--- src/rtl/crc_pkg.sv ---
package crc_pkg;
  localparam int RES_W  = 32;
  localparam int BYTE_W = 8;
  localparam int NLANE  = RES_W / BYTE_W;
  localparam int PTR_W  = $clog2(NLANE);
  localparam int HALF_W = 16;
  localparam int HLANE  = HALF_W / BYTE_W;

  // Reflected generators (LSB-first processing)
  localparam logic [RES_W-1:0] RPOLY_WIDE = 32'hEDB8_8320; // 0x04C11DB7
  localparam logic [RES_W-1:0] RPOLY_HALF = 32'h0000_8408; // 0x1021

  // Control write field positions
  localparam int CTL_HALF = 0;
  localparam int CTL_ONES = 1;
  localparam int CTL_LOAD = 2;

  function automatic logic [RES_W-1:0] width_mask(input logic half);
    width_mask = half ? {{(RES_W-HALF_W){1'b0}}, {HALF_W{1'b1}}} : {RES_W{1'b1}};
  endfunction
endpackage

--- src/rtl/crc_rst_sync.sv ---
module crc_rst_sync #(
  parameter int STAGES = 2
) (
  input  logic clk,
  input  logic rst_n,
  output logic rst_n_s
);
  logic [STAGES-1:0] sync_q;

  always_ff @(posedge clk or negedge rst_n) begin
    if (!rst_n) sync_q <= '0;
    else        sync_q <= {sync_q[STAGES-2:0], 1'b1};
  end

  assign rst_n_s = sync_q[STAGES-1];
endmodule

--- src/rtl/crc_byte_step.sv ---
module crc_byte_step #(
  parameter int W  = 32,
  parameter int BW = 8
) (
  input  logic [W-1:0]  crc_i,
  input  logic [BW-1:0] byte_i,
  input  logic [W-1:0]  rpoly_i,
  output logic [W-1:0]  crc_o
);
  logic [BW:0][W-1:0] stage;

  assign stage[0] = crc_i ^ {{(W-BW){1'b0}}, byte_i};

  for (genvar g = 0; g < BW; g++) begin : g_bit
    assign stage[g+1] = (stage[g] >> 1) ^ (stage[g][0] ? rpoly_i : '0);
  end

  assign crc_o = stage[BW];
endmodule

--- src/rtl/crc_byte_ptr.sv ---
module crc_byte_ptr #(
  parameter int PTR_W = 2,
  parameter int HLANE = 2
) (
  input  logic             clk,
  input  logic             rst_n,
  input  logic             clr_i,
  input  logic             adv_i,
  input  logic             half_i,
  output logic [PTR_W-1:0] ptr_o
);
  localparam logic [PTR_W-1:0] LAST_WIDE = {PTR_W{1'b1}};
  localparam logic [PTR_W-1:0] LAST_HALF = PTR_W'(HLANE - 1);

  logic [PTR_W-1:0] ptr_q, ptr_n, last;
  logic             ptr_en;

  always_comb begin
    last   = half_i ? LAST_HALF : LAST_WIDE;
    ptr_en = clr_i | adv_i;
    if (clr_i)              ptr_n = '0;
    else if (ptr_q == last) ptr_n = '0;
    else                    ptr_n = ptr_q + 1'b1;
  end

  always_ff @(posedge clk or negedge rst_n) begin
    if (!rst_n)      ptr_q <= '0;
    else if (ptr_en) ptr_q <= ptr_n;
  end

  assign ptr_o = ptr_q;
endmodule

--- src/rtl/crc_bytewise.sv ---
module crc_bytewise
  import crc_pkg::*;
(
  input  logic              clk,
  input  logic              rst_n,
  input  logic [BYTE_W-1:0] wdata,
  input  logic              ctl_we,
  input  logic              din_we,
  input  logic              dat_we,
  input  logic              dat_re,
  output logic [BYTE_W-1:0] rdata
);
  logic             rst_n_s;
  logic [RES_W-1:0] res_q, res_n, step_out, lane_wr, start_val, mask_q, rpoly;
  logic             half_q, half_n, ones_q, ones_n;
  logic             load_go, res_en, cfg_en;
  logic [PTR_W-1:0] ptr;
  logic [NLANE-1:0][BYTE_W-1:0] lanes;

  crc_rst_sync #(.STAGES(2)) u_rst (
    .clk(clk), .rst_n(rst_n), .rst_n_s(rst_n_s)
  );

  crc_byte_ptr #(.PTR_W(PTR_W), .HLANE(HLANE)) u_ptr (
    .clk(clk), .rst_n(rst_n_s), .clr_i(load_go),
    .adv_i(dat_we | dat_re), .half_i(half_q), .ptr_o(ptr)
  );

  assign mask_q = width_mask(half_q);
  assign rpoly  = half_q ? RPOLY_HALF : RPOLY_WIDE;

  crc_byte_step #(.W(RES_W), .BW(BYTE_W)) u_step (
    .crc_i(res_q & mask_q), .byte_i(wdata), .rpoly_i(rpoly), .crc_o(step_out)
  );

  // Byte lanes of the held result, masked to the active width
  for (genvar l = 0; l < NLANE; l++) begin : g_lane
    assign lanes[l] = res_q[l*BYTE_W +: BYTE_W] & mask_q[l*BYTE_W +: BYTE_W];
    assign lane_wr[l*BYTE_W +: BYTE_W] =
      (ptr == PTR_W'(l)) ? wdata : res_q[l*BYTE_W +: BYTE_W];
  end

  assign rdata = lanes[ptr];

  // Configuration next state
  always_comb begin
    cfg_en    = ctl_we;
    half_n    = wdata[CTL_HALF];
    ones_n    = wdata[CTL_ONES];
    load_go   = ctl_we & wdata[CTL_LOAD];
    start_val = ones_n ? width_mask(half_n) : '0;
  end

  // Result next state: load > byte write > input byte
  always_comb begin
    res_en = load_go | dat_we | din_we;
    if (load_go)     res_n = start_val;
    else if (dat_we) res_n = lane_wr & mask_q;
    else             res_n = step_out & mask_q;
  end

  always_ff @(posedge clk or negedge rst_n_s) begin
    if (!rst_n_s) begin
      half_q <= 1'b0;
      ones_q <= 1'b0;
    end else if (cfg_en) begin
      half_q <= half_n;
      ones_q <= ones_n;
    end
  end

  always_ff @(posedge clk or negedge rst_n_s) begin
    if (!rst_n_s)    res_q <= '0;
    else if (res_en) res_q <= res_n;
  end

  logic unused_ones;
  assign unused_ones = ones_q;
endmodule

--- config.mk ---
export PLATFORM = sky130hd
export DESIGN_NAME = crc_bytewise
export DESIGN_NICKNAME = d
export VERILOG_FILES = /design/src/rtl/crc_pkg.sv /design/src/rtl/crc_rst_sync.sv /design/src/rtl/crc_byte_step.sv /design/src/rtl/crc_byte_ptr.sv /design/src/rtl/crc_bytewise.sv
export SDC_FILE = /design/constraint.sdc
export NUM_CORES = 1
export LEC_CHECK = 0
export BUFFER_PORTS_ARGS = -buffer_cell sky130_fd_sc_hd__buf_2
export CORE_ASPECT_RATIO = 2
export CORE_MARGIN = 10
export CORE_UTILIZATION = 45
export CTS_CLUSTER_SIZE = 10
export DETAILED_ROUTE_END_ITERATION = 12
export GPL_ROUTABILITY_DRIVEN = 0
export GPL_TIMING_DRIVEN = 1
export PLACE_DENSITY = 0.63
export SLEW_MARGIN = 40
export SYNTH_ARGS = -nofsm -noshare
export SYNTH_HDL_FRONTEND = slang
export SYNTH_SLANG_ARGS = --single-unit
--- constraint.sdc ---
create_clock -name clk -period 2.1 [get_ports clk]
set_clock_uncertainty 0.2 [all_clocks]
set_input_delay 0.105 -clock clk [delete_from_list [all_inputs] [get_ports clk]]
set_output_delay 0.105 -clock clk [all_outputs]
set_load 0.02 [all_outputs]
# Yosys cells after proc, flatten, opt, wreduce, memory -nomap -nowiden
# Index checks and enable logic that the tools add are counted.
# totals
reg_bits,37
latchBits,0
mem_bits_rw,0
mem_bits_ro,0
inputBits,14
wordCells,55
memories,0
# classes
addsub,1
mul,0
div,0
magnitude_cmp,1
eq_ne,4
shift,0
n_mux,23
bitwise,21
reduce_logical,1
# op_table
cell,n
$mux 32,14
$xor 31x32->32,8
$and 32x32->32,3
$mux 8,5
$and 8x8->8,4
$xor 32x8->32,1
$bmux 8 s2,1
$mux 2,3
$eq 2x2->1 const B,2
$or 1x1->1,4
$lt 2x3->1 const B,1
$add 2x1->2 const B,1
$eq 2x1->1 const B,1
$eq 2x2->1,1
$logic_not 2->1,1
$and 1x1->1,1

# Depth between registers and ports, before layout
# Gate-level depths: netlist of the first run.
# logic_depth
ltp_word,22
mapped_depth,9
ltp_nobuf,7

# By module
# A second synthesis of the first run with hierarchy kept.
# hier_totals
hier_cells,858
hier_area_um2,6581.3
# modules_own_cells
module,instances,cells_each,area_each_um2
crc_byte_step,1,614,4214.0
crc_bytewise,1,234,2220.9
crc_byte_ptr,1,7,92.6
crc_rst_sync,1,3,53.8

# Worst setup path before layout of the first run
# No wires, ideal clock.
# synth_path
path_kind,register to register
start,reg u_ptr.ptr_q[0] (netlist: u_ptr.ptr_o[0])
end,reg res_q[21]
arrival_time_ps,1967
required_ps,1779
slack_ps,-188
stages_incl_launch_ff,9
path_buffers,2
cell_sequence,dfrtp_1 -> clkbuf_1 -> inv_1 -> ha_1 -> clkbuf_1 -> mux2_2 -> a22oi_1 -> nor2_1 -> o22a_1
# synth_via
elab_chain_cells,5
# synth_rtl
element,line_no,text
"start, declared",crc_byte_ptr.sv:15,"logic [PTR_W-1:0] ptr_q, ptr_n, last;"
"start signal, assigned",crc_byte_ptr.sv:28,else if (ptr_en) ptr_q <= ptr_n;
$eq 2x2->1,crc_bytewise.sv:40,(ptr == PTR_W'(l)) ? wdata : res_q[l*BYTE_W +: BYTE_W];
$mux 8,crc_bytewise.sv:40,
$and 32x32->32,crc_bytewise.sv:58,else if (dat_we) res_n = lane_wr & mask_q;
$mux 32,crc_bytewise.sv:58,
$mux 32,crc_bytewise.sv:57,if (load_go) res_n = start_val;
"end signal, assigned",crc_bytewise.sv:74,else if (res_en) res_q <= res_n;
"end, declared",crc_bytewise.sv:14,"logic [RES_W-1:0] res_q, res_n, step_out, lane_wr, start_val, mask_q, rpoly;"
# No other way between the ends.
# A chain may end at the register's enable or synchronous reset.

# Worst setup path in the final report of the first run
# layout_path
start,reg res_q[1]
end,reg res_q[23]
# layout_via
elab_chain_cells,20
# layout_rtl
element,line_no,text
$and 32x32->32 (*),crc_bytewise.sv:33,".crc_i(res_q & mask_q), .byte_i(wdata), .rpoly_i(rpoly), .crc_o(step_out)"
$xor 32x8->32 (*),crc_byte_step.sv:12,"assign stage[0] = crc_i ^ {{(W-BW){1'b0}}, byte_i};"
$xor 31x32->32 (*),crc_byte_step.sv:15,assign stage[g+1] = (stage[g] >> 1) ^ (stage[g][0] ? rpoly_i : '0);
$mux 32 (*),crc_byte_step.sv:15,
$xor 31x32->32 (*),crc_byte_step.sv:15,
$mux 32,crc_byte_step.sv:15,
$xor 31x32->32 (*),crc_byte_step.sv:15,
$mux 32,crc_byte_step.sv:15,
[4 not listed],--,
$xor 31x32->32 (*),crc_byte_step.sv:15,
$mux 32,crc_byte_step.sv:15,
$xor 31x32->32 (*),crc_byte_step.sv:15,
$mux 32,crc_byte_step.sv:15,
$xor 31x32->32 (*),crc_byte_step.sv:15,
$and 32x32->32 (*),crc_bytewise.sv:59,else res_n = step_out & mask_q;
$mux 32 (*),crc_bytewise.sv:58,
$mux 32 (*),crc_bytewise.sv:57,
# Mark *: on every way between the ends. The rest lies on a longest branch, timed or not.

==> qor.yml, run 1 <==
synth_xor_area_share_pct: 25.9
cts_tree: "yes"
via_per_inst: 5.81
setup_violations: 9
die_x_um: 81.1
ios: 22
clk_latency_ps: 290
min_period_ps: 2200
first_global_vias: 3156
antenna_found_initial: 0
final-seq-area_um2: 932
drive_above_1_share_pct: 36.3
synthMuxAreaShare_pct: 12.6
met1_length_um: 4190
dieArea_um2: 11500
internal_power_uw: 5540
postLayoutCoreUtil_pct: 63.2
yosys_warnings: 0
p_per_area_nw_per_um2: 2140
ys_seq_elements: 37
grt_usage_pct: 18.6
synth_largest_area_cell: "dfrtp_1"
cp_max_fo: 3
nFillCells: 609
synth-compound-area-share_pct: 19.1
num_vias: 3126
min_from: "dat_we"
portBuffers: 21
p_seq_share_pct: 14.2
drt_iter0_drc: 295
cts_sinks: 37
multi_input_area_um2: 2560
dpl_worst_slack_ps: -113
ys.flop_type: "dfrtp_1"
cp-start-kind: "flop"
root_buffer: "clkbuf_16"
final_hold_viol_count: 0
grt_max_degree: 36
cts_buffers: 5
post-route-period-util_pct: 105
core_region_area_um2: 7270
crit_required_ps: 2130
setup_slack_ps: -95.1
drtPass1Iterations: 5
violations: "setup timing"
synth.top_cell.area_share_pct: 27.6
yosysSeqAreaShare_pct: 27.6
rows: 44
cp-end-kind: "flop"
wl_met3_um: 470
synth.distinct_cells: 40
critPathLaunch: "res_q[1]$_DFFE_PN0P_"
wl_per_cell_um: 20.6
highest_layer: "met4"
synthTopCellsByArea: "dfrtp_1 (28%), xnor2_1 (13%), mux2i_1 (9.0%), xor2_1 (4.7%), xnor2_4 (4.1%)"
grt_remaining_overflow: 0
synth_top_family_by_area: "XOR/XNOR gates"
synthCells: 365
synth-adder-area-share_pct: 1.49
slew_violations: 0
totalWireLength_um: 11100
drc: 0
min_path_type: "in -> reg"
synth-simple-area-share_pct: 9.18
regToRegStartpoint: "res_q[1]$_DFFE_PN0P_"
antenna_cells: 0
max_freq_ghz: 0.456
critPathKind: "reg -> reg"
synth_nets: 383
grt_pass1_wl_um: 16500
max-vdd-ir-drop_v: 0.000930
clkTransAtPathRegs_ps: 60
start_util_pct: 46.2
antenna_left: 0
power.leakage_uw: 0.00196
whs_ps: 44.4
layout.nets: 464
wl_met2_um: 5870
syn_to_final_growth_pct: 36.9
cp.arrival_ps: 2230
fp.dieH_um: 142
clockPowerShare_pct: 7.8
synth_area_per_cell_um2: 9.19
p_comb_share_pct: 78.0
outcome: "finished with violations"
grt_setup_unrepaired: "true"
synth_async_sr_flop_share_pct: 100
sw_frac_of_total_pct: 43.6
htree_levels: 2
synth_edf_count: 0
maxCapViolCount: 0
switchingPower_uw: 4290
clock_path_buffers: 2
place.detailed.hpwl_um: 7940
syn_area_um2: 3350
-- power by group through the flow --
stage / Sequential (uW) / Combinational [uW] / Clock (uW)
3_5_place_dp: 1360 / 6210 / 0
6_report: 1400 / 7660 / 764
3_3_place_gp: 1340 / 6200 / 0
2_1_floorplan: 1280 / 4320 / 0
5_1_grt: 1440 / 8070 / 802
4_1_cts: 1360 / 6680 / 777
-- critical path: stages, from the launching register on --
cell	delay [ps]
dfrtp_2	440
xnor2_4	190
mux2i_4	210
xor2_1	180
xnor3_2	470
xnor2_1	140
o21ai_1	130
o221a_2	180
-- state kept, by name, summed over array words and instances (netlist names) --
register and cells:
res_q 32, u_ptr.ptr_o 2, u_rst.sync_q 2, half_q 1
-- path summary, 6_finish.rpt --
| check | cells after the start | endpoint | slack, ps |
|---|---|---|---|
| hold / removal | 3 | res_q[22]$_DFFE_PN0P_ | 40 |
| hold reg to reg | 1 | u_ptr.ptr_o[1]$_DFFE_PN0P_ | 90 |
| setup reg to reg | 7 | res_q[23]$_DFFE_PN0P_ | -100 |
| setup / recovery | 7 | res_q[23]$_DFFE_PN0P_ | -100 |
| min in group asynchronous | 1 | u_ptr.ptr_o[1]$_DFFE_PN0P_ | 90 |
| max in group asynchronous | 3 | u_rst.sync_q[0]$_DFF_PN0_ | 1100 |
-- final cells by class --
| class | count | area share, % |
|---|---|---|
| Multi-Input combinational cell | 295 | 55.7 |
| Sequential cell | 37 | 20.3 |
| Timing Repair Buffer | 102 | 18.0 |
| Clock buffer | 7 | 3.11 |
| Tap cell | 92 | 2.51 |
| Inverter | 5 | 0.409 |
-- cells in the mapped netlist (4+ instances only) --
master and instances:
xnor2_1 48, mux2i_1 30, inv_1 5, nor2_1 33
xnor2_2 8, dfrtp_1 37, clkbuf_1 20, nand2_1 19
o22a_1 8, o221a_2 7, xor2_1 18, a22oi_1 7
buf_2 4, a31oi_1 10, o21ai_1 6, xnor2_4 5
mux2_2 9, o22ai_1 10, ha_1 4, a21oi_1 21
o21ai_0 21, or3_1 4
-- logic make-up after synthesis --
logic type	count (synthesis)
AO/OA/AOI/OAI	99
XOR/XNOR	80
adder cells (fa/ha/maj)	4
buffers and inverters	33
flip-flops	37
multiplexers	40
other	1
AND/OR/NAND/NOR	71
-- layer usage --
metal | up-vias | track usage, %
met5 | - | 0
met4 | 0 | 12.9
met3 | 39 | 2.59
met2 | 113 | 31.2
met1 | 1534 | 20.6
li1 | 1440 | -
-- repair_timing --
action                                  4_1_cts  5_1_grt
hold buffers                                  4        0
endpoints found under the setup margin       15       28
hold endpoints to repair                      5        0
gates resized for setup                      17       34
pin swaps                                     6       16
setup buffers                                 3       11
-- layout by cell type (no fill, tap or decap), drive strengths merged, types with 7 or more instances in the layout --
| cell | count |
|---|---|
| nor2 | 33 |
| a21oi | 21 |
| a31oi | 10 |
| clkbuf | 7 |
| o221a | 7 |
| a22oi | 7 |
| o22a | 8 |
| xnor2 | 61 |
| o21ai | 27 |
| o22ai | 10 |
| mux2 | 9 |
| buf | 98 |
| mux2i | 31 |
| dfrtp | 37 |
| xor2 | 18 |
| nand2 | 19 |
-- stage by stage --
step,total power [uW],area [um2],TNS (ps),std cells
detailed placement,7570,3960,-667,513
global placement,7540,3960,-475,513
finish,9830,4590,-585,538
floorplan,5600,3360,-197,365
global route,10300,4590,-1840,538
CTS,8820,4280,-371,527
Note: power is estimated with default switching activity, not from simulation.
==> run 2, diff against run 1 <==
--- a/config.mk
+++ b/config.mk
@@ -14,6 +14,7 @@
 export GPL_ROUTABILITY_DRIVEN = 0
 export GPL_TIMING_DRIVEN = 1
 export PLACE_DENSITY = 0.63
+export SETUP_SLACK_MARGIN = 0.05
 export SLEW_MARGIN = 40
 export SYNTH_ARGS = -nofsm -noshare
 export SYNTH_HDL_FRONTEND = slang
==> qor.yml, run 2 (synthesis results as in run 1) <==
cp.arrival_ps: 2420
cts_sinks: 37
portBuffers: 21
max_stage_delay_ps: 530
instances_no_fill: 543
drt_iter0_drc: 249
crit_required_ps: 2130
via_per_inst: 6.00
p_seq_share_pct: 13.1
post-route-period-util_pct: 114
max-vdd-ir-drop_v: 0.000920
p_comb_share_pct: 80.0
max_freq_ghz: 0.417
cp-start-kind: "flop"
rows: 44
clkTransAtPathRegs_ps: 60
grt_max_degree: 36
grt_setup_unrepaired: "true"
die_x_um: 81.1
maxCapViolCount: 0
crit_buf_inv: 0
cp-end-kind: "flop"
core_region_area_um2: 7270
min_path_type: "reg -> async"
fp.dieH_um: 142
top_register: "res_q"
drive_above_1_share_pct: 38.6
sw_frac_of_total_pct: 44.1
cts_buffers: 5
largest_reg_flops: 32
antenna_left: 0
met2_usage_pct: 34.1
htree_levels: 2
crit_chain: "xnor2_4 > mux2i_4 > xor2_1 > xnor3_2 > xnor2_1 > o21ai_1 > o221a_2"
critPathKind: "reg -> reg"
violations: "setup timing"
switchingPower_uw: 4740
power.leakage_uw: 0.00202
grt_util_met1_pct: 22.0
drtPass1Iterations: 5
timing.setup.tns_ps: -815
place.detailed.hpwl_um: 8260
layout.nets: 468
antenna_cells: 0
grt_use_met3_pct: 3.10
dieArea_um2: 11500
crit_slowest_cell: "xnor3_2"
p_per_area_nw_per_um2: 2270
layout_commonest_cell: "buf_4"
layout_common_cells: "buf_4 (61), nor2_1 (33), dfrtp_1 (33)"
wl_per_cell_um: 22.0
internal_power_uw: 6010
outcome: "finished with violations"
grt_remaining_overflow: 0
final_hold_viol_count: 0
setup_violations: 8
slew_violations: 0
worst_pin_slew_ps: 531
drc: 0
root_buffer: "clkbuf_16"
ios: 22
min_period_ps: 2400
dpl.cell_count: 511
clk_latency_ps: 290
totalWireLength_um: 12000
first_global_vias: 3279
setup_slack_ps: -297
syn_to_final_growth_pct: 41.3
antenna_found_initial: 0
clock_path_buffers: 2
start_util_pct: 46.2
p_total_uw: 10700
slew_headroom_pct: 64.4
cp_max_fo: 4
grt.busiest_layer: "met2"
grt_usage_pct: 20.3
grt_pass1_wl_um: 17800
clockPowerShare_pct: 7.0
num_vias: 3258
path_delay_family: "XOR/XNOR gates"
nFillCells: 575
cts_tree: "yes"
[run 2: routing by layer]
layer	routed length [um]	vias to the layer above
met5	0	-
li1	-	1450
met3	563	58
met4	873	0
met1	4350	1605
met2	6180	145
[run 2: worst paths after layout]
check	start	endpoint	slack, ps	depth (start not counted)
max	res_q[1]$_DFFE_PN0P_	res_q[20]$_DFFE_PN0P_	-300	7
min	u_rst.sync_q[1]$_DFF_PN0_	res_q[1]$_DFFE_PN0P_	100	1
max reg2reg	res_q[1]$_DFFE_PN0P_	res_q[20]$_DFFE_PN0P_	-300	7
min reg2reg	u_rst.sync_q[1]$_DFF_PN0_	res_q[1]$_DFFE_PN0P_	100	1
max in group asynchronous	rst_n	u_rst.sync_q[0]$_DFF_PN0_	1100	3
min in group clk	din_we	res_q[22]$_DFFE_PN0P_	110	4
[run 2: cell type report]
cell class | instances | area (um2) | area share [%]
clock buffers | 6 | 129 | 2.72
clock inverters | 2 | 10.0 | 0.211
inverters | 5 | 18.8 | 0.396
multi-input cells | 295 | 2670 | 56.3
flip-flops and latches | 37 | 931 | 19.6
well taps | 92 | 115 | 2.43
repair buffers | 106 | 867 | 18.3
[run 2: metrics by stage]
| step | setup slack [ps] | hold WS (ps) | util, % | instance area [um2] |
|---|---|---|---|---|
| final | -297 | 96.0 | 65.2 | 4740 |
| after global routing | -314 | 134 | 65.2 | 4740 |
| after CTS | -98.5 | 100 | 60.9 | 4420 |
| after detailed placement | -136 | -309 | 54.3 | 3940 |
| after global placement | -120 | -310 | 54.3 | 3940 |
| after floorplan | -98.6 | -391 | - | 3370 |
[run 2: timing repair]
action	CTS	global route
endpoints found under the setup margin	31	27
resized for setup	35	40
endpoints found under the hold margin	5	0
gates cloned	0	0
pin swaps	9	21
hold buffers	4	0
setup buffers	8	13
[run 2: power groups by stage]
stage / logic [uW] / registers (uW) / clock network (uW)
global placement: 6180 / 1360 / 0
global route: 9030 / 1440 / 783
detailed placement: 6260 / 1370 / 0
floorplan: 4340 / 1280 / 0
CTS: 7290 / 1370 / 766
finish: 8600 / 1400 / 749
